File: src/rtl/pls_pkg.sv
package pls_pkg;

    localparam int HIST_LEN  = 43;
    localparam int OCTET_W   = 8;

    typedef enum logic {
        FEED_OUTPUT = 1'b0,
        FEED_INPUT  = 1'b1
    } feed_e;

    function automatic logic [HIST_LEN-1:0] hist_seed();
        return {HIST_LEN{1'b1}};
    endfunction

endpackage

File: src/rtl/pls_step.sv
module pls_step
    import pls_pkg::*;
#(
    parameter int    LAG  = HIST_LEN,
    parameter int    W    = OCTET_W,
    parameter feed_e FEED = FEED_OUTPUT
) (
    input  logic [LAG-1:0] hist_i,
    input  logic [W-1:0]   din,
    output logic [W-1:0]   dout,
    output logic [LAG-1:0] hist_o
);
    localparam int OLDEST = LAG - 1;

    logic [W:0][LAG-1:0] chain;

    assign chain[0] = hist_i;

    for (genvar i = 0; i < W; i++) begin : g_bit
        localparam int B = W - 1 - i;
        logic y;
        assign y       = din[B] ^ chain[i][OLDEST];
        assign dout[B] = y;
        if (FEED == FEED_OUTPUT) begin : g_out_fb
            assign chain[i+1] = {chain[i][LAG-2:0], y};
        end else begin : g_in_fb
            assign chain[i+1] = {chain[i][LAG-2:0], din[B]};
        end
    end

    assign hist_o = chain[W];

endmodule

File: src/rtl/pls_lane.sv
module pls_lane
    import pls_pkg::*;
#(
    parameter int    LAG  = HIST_LEN,
    parameter int    W    = OCTET_W,
    parameter feed_e FEED = FEED_OUTPUT
) (
    input  logic         clk,
    input  logic         rst,
    input  logic         in_valid,
    input  logic         in_en,
    input  logic [W-1:0] in_data,
    output logic         out_valid,
    output logic [W-1:0] out_data
);
    logic [LAG-1:0] hist_q;
    logic [LAG-1:0] hist_next;
    logic [W-1:0]   step_data;

    pls_step #(.LAG(LAG), .W(W), .FEED(FEED)) u_step (
        .hist_i (hist_q),
        .din    (in_data),
        .dout   (step_data),
        .hist_o (hist_next)
    );

    always_ff @(posedge clk) begin
        if (rst) begin
            hist_q    <= hist_seed();
            out_valid <= 1'b0;
            out_data  <= '0;
        end else begin
            out_valid <= in_valid;
            if (in_valid) begin
                out_data <= in_en ? step_data : in_data;
                if (in_en) begin
                    hist_q <= hist_next;
                end
            end
        end
    end

endmodule

File: src/rtl/pls_scrambler_pair.sv
module pls_scrambler_pair
    import pls_pkg::*;
#(
    parameter int LAG = HIST_LEN,
    parameter int W   = OCTET_W
) (
    input  logic         clk,
    input  logic         rst,
    input  logic         tx_valid,
    input  logic         tx_en,
    input  logic [W-1:0] tx_data,
    output logic         tx_out_valid,
    output logic [W-1:0] tx_out_data,
    input  logic         rx_valid,
    input  logic         rx_en,
    input  logic [W-1:0] rx_data,
    output logic         rx_out_valid,
    output logic [W-1:0] rx_out_data
);

    pls_lane #(.LAG(LAG), .W(W), .FEED(FEED_OUTPUT)) u_tx (
        .clk       (clk),
        .rst       (rst),
        .in_valid  (tx_valid),
        .in_en     (tx_en),
        .in_data   (tx_data),
        .out_valid (tx_out_valid),
        .out_data  (tx_out_data)
    );

    pls_lane #(.LAG(LAG), .W(W), .FEED(FEED_INPUT)) u_rx (
        .clk       (clk),
        .rst       (rst),
        .in_valid  (rx_valid),
        .in_en     (rx_en),
        .in_data   (rx_data),
        .out_valid (rx_out_valid),
        .out_data  (rx_out_data)
    );

endmodule

File: config.mk
export PLATFORM = sky130hd
export DESIGN_NAME = pls_scrambler_pair
export DESIGN_NICKNAME = d
export VERILOG_FILES = /design/src/rtl/pls_pkg.sv /design/src/rtl/pls_step.sv /design/src/rtl/pls_lane.sv /design/src/rtl/pls_scrambler_pair.sv
export SDC_FILE = /design/constraint.sdc
export NUM_CORES = 1
export LEC_CHECK = 0
export ABC_AREA = 0
export BUFFER_PORTS_ARGS = -buffer_cell sky130_fd_sc_hd__buf_2
export CAP_MARGIN = 0
export CORE_MARGIN = 5
export CORE_UTILIZATION = 40
export CTS_BUF_LIST = sky130_fd_sc_hd__clkbuf_8
export CTS_CLUSTER_DIAMETER = 100
export CTS_CLUSTER_SIZE = 24
export DETAILED_ROUTE_END_ITERATION = 7
export GPL_TIMING_DRIVEN = 1
export PLACE_DENSITY = 0.66
export SLEW_MARGIN = 15
export SYNTH_ARGS = -nofsm -noshare
export SYNTH_HDL_FRONTEND = slang
export SYNTH_HIERARCHICAL = 1
export SYNTH_SLANG_ARGS = --single-unit
File: constraint.sdc
create_clock -name clk -period 1.4 [get_ports clk]
set_input_delay 0 -clock clk [delete_from_list [all_inputs] [get_ports clk]]
set_output_delay 0 -clock clk [all_outputs]
set_load 0.02 [all_outputs]
* Word-level counts from Yosys, hierarchy flattened
Cells that the tools add are included.
Cells by class: $add $sub $neg 0, $mul 0, divide/modulo/power cells 0, $lt $le $gt $ge 0, equal/unequal tests 0, shift-type cells 0, multiplexer cells 2, bitwise operators 16, reduce and logical (&&, ||, !) cells 2
Operators with widths (count):
- two-way mux 8 bit | 2
- XOR 1 bit | 16
- AND reduction 2 bit | 2
Word-level totals: register bits after elaboration 104, latch bits 0, RAM bits 0, ROM bits 0, bits of input ports 22, output and inout port bits 18, word-level logic and storage cells 26, memories kept 0

* Depth between registers and ports, before layout
depth after elaboration 2, gate-level depth with buffers 5, depth with buffers taken out 3

* Hierarchy
Netlist, hierarchy kept.
By module, submodules not included:
- pls_lane | instances 2, cells an instance 187, area each 2067.0 um2, seq. area each 1041.0 um2
- pls_step | instances 2, cells an instance 59, area each 452.9 um2, seq. area each 0.0 um2

* Least setup slack after synthesis
Ideal clock, no wire load.
kind register -> register, start point register u_tx.hist_q[37], end point register u_tx.hist_q[2], setup time 0.120 ns, data arrival time 0.968 ns, required time 1.280 ns, path slack 0.312 ns, cell stages (with the launch flop) 5, buffers on the path 1, clock period less this slack 1.088 ns, path through dfxtp_1 > xor2_1 > buf_4 > and3_1 > a211o_1
On the way: word-level cells in the longest chain between the ends 1
RTL lines:
- start: declaration | line pls_lane.sv:16 | logic [LAG-1:0] hist_q;
- start signal: assignment | line pls_lane.sv:29 | hist_q <= hist_seed();
- start signal: assignment | line pls_lane.sv:37 | hist_q <= hist_next;
- XOR 1 bit | line pls_step.sv:22 | assign y = din[B] ^ chain[i][OLDEST];
- named net u_tx.u_step.g_bit[5].y | line pls_step.sv:21 | logic y;
The timed path passes the listed nets, and every way through them passes these cells. A chain may end at the register's enable or synchronous reset.

* Worst setup path after layout
start point register u_tx.hist_q[39], end point register u_tx.hist_q[4]
On the way: word-level cells in the longest chain between the ends 1
RTL lines:
- XOR 1 bit | line pls_step.sv:22
- named net u_tx.step_data[4] | line pls_lane.sv:18 | logic [W-1:0] step_data;
The timed path passes the listed nets, and every way through them passes these cells.

==> run metrics <==
kind of start point of the critical path=register; Hold Vio Cnt, Final=0; cell area reported after detailed placement=4450 µm²; total power per unit cell area=1190 nW/µm²; Data required, critical path=1660 ps; classification of the worst setup path=reg -> reg; final slew viol count=0; routed wirelength normalized by instance count=13.3 µm; relative max-transition margin=69.2%; area delta synth->final=-5.83%; final period utilization=74.7%; Detailed Route Iter0 Violations=248; proportion of register bits with asynchronous set or reset after synthesis=0%; Die Span X=122 µm; setup repair after global routing missed its margin=false; Residual DRC=0; EDFF count, synth=0; Synth top cells by count=106 x buf_4, 104 x dfxtp_1, 86 x a211o_1, 84 x and3_1, 20 x buf_6; share of cells above drive strength 1=15.0%; setup slack, reg-to-reg=350 ps; wire length of the first global-routing pass=13700 µm; fraction of synthesized cell area taken by the top area cell type=41.3%; overall fraction of global-route tracks in use=11.1%; clock transition time at the flip-flop clock pins of the worst setup and hold paths=100 ps; synthesized netlist cell count=492; sequential area share after synthesis=41.3%; Post-Syn Area=5040 µm²; largest net degree at the start of global routing=57; cell with the most instances after synthesis=buf_4; critical path capture point type=register; std cell rows=41; average size of a mapped cell=10.2 µm²; # port buffers=39; run status=finished, final reports clean; flops & latches, synth=104; worst supply voltage drop on vdd=430 µV; clock period minus worst slack=1050 ps; Initial Utilization=40.4%; post-synth net total=514; antenna-violating nets left=0; worst-margin pin slew=461 ps; final weighted congestion of routability-driven global placement=0.711; static leakage power=2.17 nW; max_cap viols=0; routed via count divided by cell count=5.08; Antenna Diode Count=0; via count of the first global-routing pass=2919; routed wire length=7870 µm; cell accounting for the most synthesized area=dfxtp_1; hold slack final=19.5 ps; maximum clock frequency=956 MHz; DIE AREA=14900 µm²; Vias=3006; number of sinks handled by clock tree synthesis=104; total CTS buffers=9; top cells by area, synth=dfxtp_1 41%, buf_4 16%, a211o_1 15%, and3_1 10%, buf_6 4.5%; path category of the worst min-delay check=in -> reg; Synth Warn #=6; die boundary height=122 µm; drt first pass iters=4; number of library cell types mapped by synthesis=16; CP max FO=2; top-level I/O count=40; # setup viols final=0; post-layout net count=437; post-route standard cell area excluding fillers=4750 µm²; CTS tree=yes; initial antenna violation count=0; H-tree Lvls=3; global route total overflow=0; Post-DP HPWL=4680 µm; Post-Route Skew=16.7 ps; final setup TNS=0 ps; CP arrival=1310 ps; leading register cell type out of synthesis=dfxtp_1; CTS Root Cell=clkbuf_8; placeable core region=12500 µm²; number of buffers between clock root and the deepest sink=2; insertion delay to the later sink of the worst-skew pair=360 ps
==> what timing repair did <==
item	CTS	global route
setup buffers	0	0
hold buffers	12	1
endpoints found under the setup margin	0	0
endpoints found under the hold margin	14	1
gates resized for setup	0	0
==> per-stage QoR <==
| step | std cells | total power, W | worst slack, ps | utilization, % |
|---|---|---|---|---|
| CTS | 591 | 0.00569 | 349 | 38.0 |
| finish | 592 | 0.00562 | 354 | 38.1 |
| global placement | 563 | 0.00402 | 266 | 35.7 |
| global route | 592 | 0.00592 | 296 | 38.1 |
| detailed placement | 563 | 0.00405 | 234 | 35.7 |
| floorplan | 492 | 0.00418 | 312 | - |
==> per-layer routing <==
metal / share of wire, % / track usage (%) / up-vias
met3: 3.7 / 3.50 / 10
met2: 46 / 17.7 / 49
met5: 0 / 0 / -
met1: 49 / 14.2 / 1443
li1: - / - / 1504
met4: 1.7 / 4.13 / 0
==> cell type report <==
class / count / area [µm²]
Fill cell: 1238 / 7720
Clock buffer: 10 / 138
Sequential cell: 104 / 2080
Multi-Input combinational cell: 240 / 1810
Tap cell: 172 / 215
Clock inverter: 6 / 28.8
Timing Repair Buffer: 60 / 473
==> registers in the layout (all words and copies together), names as in the netlist <==
signal          cells
u_tx/out_valid      1
u_tx/out_data       8
u_rx/out_data       8
u_tx/hist_q        43
u_rx/hist_q        43
u_rx/out_valid      1
==> logic make-up (layout without fill, tap and decap cells) <==
family,Yosys count,after routing,share of synthesized area [%]
AO/OA/AOI/OAI,102,102,17.3
XOR/XNOR,16,16,2.78
buffers and inverters,148,76,22.8
flip-flops,104,104,41.3
multiplexers,16,16,3.18
AND/OR/NAND/NOR,106,106,12.6
==> where the power goes <==
part | leakage (nW) | internal [W] | switching [W]
sequential | 0.861 | 0.00316 | 0.0000972
combinational | 1.21 | 0.000362 | 0.000382
clock | 0.102 | 0.000675 | 0.000949
total | 2.17 | 0.00420 | 0.00143
==> path summary, 6_finish.rpt <==
path,startpoint,to,cells past startpoint
worst max-delay path,u_tx/hist_q[39]$_SDFFE_PP1P_,u_tx/hist_q[4]$_SDFFE_PP1P_,3
worst min-delay path,rx_data[2],u_rx/out_data[2]$_SDFFE_PP0P_,3
worst max register to register,u_tx/hist_q[39]$_SDFFE_PP1P_,u_tx/hist_q[4]$_SDFFE_PP1P_,3
worst min register to register,u_tx/hist_q[33]$_SDFFE_PP1P_,u_tx/hist_q[33]$_SDFFE_PP1P_,1
==> critical path, stage by stage (launching register included) <==
cell	delay, ps
dfxtp_1	330
xor2_1	180
and3_1	180
a211o_1	250
==> cell usage in the layout, fill, tap and decap left out <==
cell type	instances
nand2_4	2
inv_1	4
clkinv_2	1
and3_1	84
nor2b_1	2
a211oi_1	16
buf_12	7
nor2_1	16
a211o_1	86
dfxtp_1	104
inv_6	1
buf_4	1
and3_2	2
xor2_1	16
dlygate4sd3_1	13
clkbuf_8	10
mux2i_1	16
buf_2	39
Note: power is estimated with default switching activity, not from simulation.
